### src/rtl/tune_seq_pkg.sv
package tune_seq_pkg;

    typedef enum logic [2:0] {
        S_IDLE,
        S_DIVIDE,
        S_RANGE_CHECK,
        S_WR_N,
        S_WR_K,
        S_WR_CTRL,
        S_LOCK_WAIT,
        S_FINISH
    } seq_state_t;

    typedef enum logic [1:0] {
        BAND_VLO = 2'd0,
        BAND_VHI = 2'd1,
        BAND_UHF = 2'd2
    } band_t;

    localparam logic [7:0] ADDR_INT  = 8'h29;
    localparam logic [7:0] ADDR_FRAC = 8'h2A;
    localparam logic [7:0] ADDR_CTRL = 8'h30;

endpackage

### src/rtl/tune_divider.sv
module tune_divider #(
    parameter int NUM_W = 41,
    parameter int DEN_W = 14,
    parameter int DENOM = 12800
) (
    input  logic             clk,
    input  logic             rst_n,
    input  logic             go,
    input  logic [NUM_W-1:0] dividend,
    output logic             ready,
    output logic [NUM_W-1:0] quotient
);
    localparam int CNT_W = $clog2(NUM_W + 1);
    localparam logic [DEN_W:0] DEN_V = (DEN_W + 1)'(DENOM);

    logic [DEN_W-1:0] rem;
    logic [NUM_W-1:0] acc;
    logic [CNT_W-1:0] steps;
    logic [DEN_W:0]   trial;

    always_comb trial = {rem, acc[NUM_W-1]};

    always_ff @(posedge clk or negedge rst_n) begin
        if (!rst_n) begin
            rem   <= '0;
            acc   <= '0;
            steps <= '0;
            ready <= 1'b0;
        end else begin
            ready <= (steps == CNT_W'(1)) && !go;
            if (go) begin
                rem   <= '0;
                acc   <= dividend;
                steps <= CNT_W'(NUM_W);
            end else if (steps != '0) begin
                if (trial >= DEN_V) begin
                    rem <= DEN_W'(trial - DEN_V);
                    acc <= {acc[NUM_W-2:0], 1'b1};
                end else begin
                    rem <= trial[DEN_W-1:0];
                    acc <= {acc[NUM_W-2:0], 1'b0};
                end
                steps <= steps - CNT_W'(1);
            end
        end
    end

    assign quotient = acc;
endmodule

### src/rtl/tune_band_decode.sv
module tune_band_decode
    import tune_seq_pkg::*;
#(
    parameter int FREQ_W     = 24,
    parameter int VHI_KHZ    = 200000,
    parameter int UHF_KHZ    = 300000
) (
    input  logic [FREQ_W-1:0] freq,
    output band_t             band
);
    always_comb begin
        if (freq < FREQ_W'(VHI_KHZ))      band = BAND_VLO;
        else if (freq < FREQ_W'(UHF_KHZ)) band = BAND_VHI;
        else                              band = BAND_UHF;
    end
endmodule

### src/rtl/tune_lock_timer.sv
module tune_lock_timer #(
    parameter int CYCLES = 1000000
) (
    input  logic clk,
    input  logic rst_n,
    input  logic load,
    output logic expired
);
    localparam int CNT_W = $clog2(CYCLES + 1);

    logic [CNT_W-1:0] remaining;

    always_ff @(posedge clk or negedge rst_n) begin
        if (!rst_n)                remaining <= '0;
        else if (load)             remaining <= CNT_W'(CYCLES);
        else if (remaining != '0)  remaining <= remaining - CNT_W'(1);
    end

    assign expired = (remaining == CNT_W'(1));
endmodule

### src/rtl/tune_seq.sv
module tune_seq
    import tune_seq_pkg::*;
#(
    parameter int         FREQ_W      = 24,
    parameter int         REF_KHZ     = 12800,
    parameter int         N_W         = 11,
    parameter int         FRAC_W      = 16,
    parameter int         LOCK_CYCLES = 1000000,
    parameter logic [7:0] CTRL_LOW    = 8'h00
) (
    input  logic              clk,
    input  logic              rst_n,
    input  logic              start,
    input  logic [FREQ_W-1:0] freq_khz,
    output logic              busy,
    output logic              done,
    output logic              error,
    output logic              range_err,
    output logic              wr_valid,
    output logic [7:0]        wr_addr,
    output logic [15:0]       wr_data,
    input  logic              wr_ack,
    input  logic              wr_err
);
    localparam int SHIFT = FRAC_W + 1;
    localparam int NUM_W = FREQ_W + SHIFT;
    localparam int DEN_W = $clog2(REF_KHZ + 1);
    localparam int TOP_B = FRAC_W + N_W;

    seq_state_t state, next_state;

    logic [FREQ_W-1:0] freq_q;
    logic [NUM_W-1:0]  quo;
    logic              div_ready;
    logic              accept;
    logic              overflow;
    logic              timer_load;
    logic              lock_done;
    logic              ack_ok;
    logic              ack_bad;
    band_t             band;
    logic [N_W-1:0]    n_word;
    logic [FRAC_W-1:0] k_word;

    assign accept   = (state == S_IDLE) && start;
    assign overflow = |quo[NUM_W-1:TOP_B];
    assign n_word   = quo[FRAC_W +: N_W];
    assign k_word   = quo[FRAC_W-1:0];
    assign ack_ok   = wr_valid && wr_ack && !wr_err;
    assign ack_bad  = wr_valid && wr_ack && wr_err;
    assign timer_load = (state == S_WR_CTRL) && ack_ok;

    tune_divider #(.NUM_W(NUM_W), .DEN_W(DEN_W), .DENOM(REF_KHZ)) u_div (
        .clk(clk), .rst_n(rst_n), .go(accept),
        .dividend({freq_khz, SHIFT'(0)}),
        .ready(div_ready), .quotient(quo)
    );

    tune_band_decode #(.FREQ_W(FREQ_W)) u_band (
        .freq(freq_q), .band(band)
    );

    tune_lock_timer #(.CYCLES(LOCK_CYCLES)) u_timer (
        .clk(clk), .rst_n(rst_n), .load(timer_load), .expired(lock_done)
    );

    always_ff @(posedge clk or negedge rst_n) begin
        if (!rst_n) state <= S_IDLE;
        else        state <= next_state;
    end

    always_comb begin
        next_state = state;
        unique case (state)
            S_IDLE:        if (start) next_state = S_DIVIDE;
            S_DIVIDE:      if (div_ready) next_state = S_RANGE_CHECK;
            S_RANGE_CHECK: next_state = overflow ? S_FINISH : S_WR_N;
            S_WR_N:        if (wr_ack) next_state = wr_err ? S_FINISH : S_WR_K;
            S_WR_K:        if (wr_ack) next_state = wr_err ? S_FINISH : S_WR_CTRL;
            S_WR_CTRL:     if (wr_ack) next_state = wr_err ? S_FINISH : S_LOCK_WAIT;
            S_LOCK_WAIT:   if (lock_done) next_state = S_FINISH;
            S_FINISH:      next_state = S_IDLE;
            default:       next_state = S_IDLE;
        endcase
    end

    always_comb begin
        busy     = (state != S_IDLE);
        done     = (state == S_FINISH);
        wr_valid = 1'b0;
        wr_addr  = '0;
        wr_data  = '0;
        unique case (state)
            S_WR_N: begin
                wr_valid = 1'b1;
                wr_addr  = ADDR_INT;
                wr_data  = 16'(n_word);
            end
            S_WR_K: begin
                wr_valid = 1'b1;
                wr_addr  = ADDR_FRAC;
                wr_data  = 16'(k_word);
            end
            S_WR_CTRL: begin
                wr_valid = 1'b1;
                wr_addr  = ADDR_CTRL;
                wr_data  = {6'd0, band, CTRL_LOW};
            end
            default: ;
        endcase
    end

    always_ff @(posedge clk or negedge rst_n) begin
        if (!rst_n) begin
            freq_q    <= '0;
            error     <= 1'b0;
            range_err <= 1'b0;
        end else begin
            if (accept) begin
                freq_q    <= freq_khz;
                error     <= 1'b0;
                range_err <= 1'b0;
            end
            if ((state == S_RANGE_CHECK) && overflow) range_err <= 1'b1;
            if (ack_bad) error <= 1'b1;
        end
    end
endmodule

### config.mk
export PLATFORM = sky130hd
export DESIGN_NAME = tune_seq
export DESIGN_NICKNAME = d
export VERILOG_FILES = /design/src/rtl/tune_seq_pkg.sv /design/src/rtl/tune_divider.sv /design/src/rtl/tune_band_decode.sv /design/src/rtl/tune_lock_timer.sv /design/src/rtl/tune_seq.sv
export SDC_FILE = /design/constraint.sdc
export NUM_CORES = 1
export LEC_CHECK = 0
export ABC_AREA = 1
export BUFFER_PORTS_ARGS = -buffer_cell sky130_fd_sc_hd__buf_4
export CORE_MARGIN = 5
export CORE_UTILIZATION = 60
export DETAILED_ROUTE_END_ITERATION = 8
export PLACE_DENSITY = 0.89
export SETUP_SLACK_MARGIN = 0.3
export SLEW_MARGIN = 20
export SYNTH_ARGS = -nofsm -noshare
export SYNTH_HDL_FRONTEND = slang
export SYNTH_HIERARCHICAL = 1
export SYNTH_SLANG_ARGS = --single-unit
export TNS_END_PERCENT = 50
### constraint.sdc
create_clock -name clk -period 5.6 [get_ports clk]
set_clock_uncertainty 0.1 [all_clocks]
set_input_delay 0.56 -clock clk [delete_from_list [all_inputs] [get_ports clk]]
set_output_delay 0.56 -clock clk [all_outputs]
set_load 0.02 [all_outputs]
==> impl_metrics.ini <==
[sta]
fmax_mhz = 330
period_share_pct = 54.1
tns_ps = 0
rsz0062_at_grt = false
min_period_ps = 3030
setup_viol = 0
slew_violations = 0
slew_headroom_pct = 39.7
hold_violations = 0
tightest_slew_ps = 897
hold_ws_ps = 127

[global_route]
grt_pass1_wl_um = 23100
globalRoute.totalOverflow = 0
grt_pass1_vias = 5059
grt_max_degree = 66
grt_usage_pct = 24.4
antenna_found_initial = 0

[route]
drt_iter0_markers = 450
drc_errors = 0
via_count = 5199
drtAntennaViolNets = 0
routed_via_density = 5.48
wl_per_cell_um = 14.5
totalWireLength_um = 13800
first_pass_iters = 5

[placement]
port_buffers = 54
gp_congestion = 0.948
hpwl_um = 9810

[power]
leakagePower_nw = 3.36
powerDensity_mw_per_mm2 = 530
ir_worst_vdd_mv = 0.283

[logic_synthesis]
avgSynthCellArea_sq_um = 7.87
ys_warn_count = 6
synth_area_sq_mm = 0.00596
synthCells = 757

[finish]
seqCellArea_sq_mm = 0.00265
multi_input_area_sq_mm = 0.00275
drive_above_1_share_pct = 16.8
area_growth_pct = 10.1
final_common_cell = nand2_1
mostFrequentLayoutCells = nand2_1 (216), dfrtp_1 (106), inv_1 (99)
fin_nets = 847
fill_cells = 789
n_antenna_cell = 0

[critical_path]
cp.arrival_ps = 3170
cp-end-kind = flip-flop
worst-path-max-fanout = 65
path_class = reg -> reg
r2r_slack_ps = 2570
crit_required_ps = 5740
cp-start-kind = flip-flop

[clocking]
ctsResizeCount = 0
cts.clk_slew.worst_paths_ps = 100
clockRootBuffer = clkbuf_8
cts_tree = done
cts_sinks = 106
htreeDepth = 3
clock_path_buffers = 2
postCtsSetupRepairBufs = 0
cts_hold_buf = 0
cts_buffers = 9
clk-insertion-delay-late_ps = 390

[die]
die_h_um = 110
row_count = 36
dieArea_sq_mm = 0.0120
initial_core_util_pct = 61.2
io_pins = 58
core_area_sq_mm = 0.00973
die_w_um = 110

[run]
cap_violations = 0

[hold_path]
min_path_type = in -> async

[outcome]
outcome = complete, no violations
metrics by stage:
stage | instances | worst slack, ps | area (sq um) | util [%] | total power [mW]
3_5_place_dp | 933 | 2640 | 6390 | 65.7 | 3.04
6_report | 949 | 2570 | 6560 | 67.4 | 3.48
4_1_cts | 949 | 2640 | 6560 | 67.4 | 3.47
2_1_floorplan | 776 | 3590 | 6030 | - | 2.63
3_3_place_gp | 933 | 2740 | 6390 | 65.7 | 2.93
5_1_grt | 949 | 2360 | 6560 | 67.4 | 3.77
per-layer routing:
metal / share of wire [%] / global-route usage, % / vias to the layer above
met5: 0 / 0 / -
met3: 6.2 / 3.88 / 39
met1: 43 / 33.5 / 2476
met2: 48 / 39.0 / 192
met4: 2.4 / 9.97 / 0
li1: - / - / 2492
area by class of cell:
class,instances,share of cell area (%)
flip-flops and latches,106,40.5
well taps,133,2.54
repair buffers,55,6.30
clock buffers,11,2.00
inverters,108,6.24
clock inverters,5,0.591
multi-input cells,531,41.9
sequential cells by signal, indices dropped and copies added (netlist names):
register,count
state,3
range_err,1
u_div/ready,1
u_div/steps,6
freq_q,19
u_timer/remaining,20
error,1
u_div/quotient,41
u_div/rem,14
report_power, final:
part	internal (mW)	leakage [nW]	switching (mW)
Combinational	0.607	1.99	1.02
Sequential	1.11	1.29	0.307
Clock	0.166	0.0896	0.264
worst max-delay path, stage by stage, from the launching register on:
cell	delay [ps]
dfrtp_1	500
nor2_4	210
nand2_4	90
nor2_8	620
inv_2	170
nand4_4	520
inv_2	300
a22oi_1	230
o21ai_0	120
worst paths after layout:
kind / start / end / depth (start not counted)
max reg2reg: state[0]$_DFFE_PN0P_ / u_div/quotient[27]$_DFFE_PN0P_ / 8
max: state[0]$_DFFE_PN0P_ / u_div/quotient[27]$_DFFE_PN0P_ / 8
min reg2reg: freq_q[20]$_DFFE_PN0P_ / freq_q[20]$_DFFE_PN0P_ / 2
min: rst_n / u_timer/remaining[15]$_DFFE_PN0P_ / 1
max in group asynchronous: rst_n / u_timer/remaining[19]$_DFFE_PN0P_ / 2
min in group clk: freq_khz[21] / freq_q[21]$_DFFE_PN0P_ / 3
(Power assumes the default switching activity.)
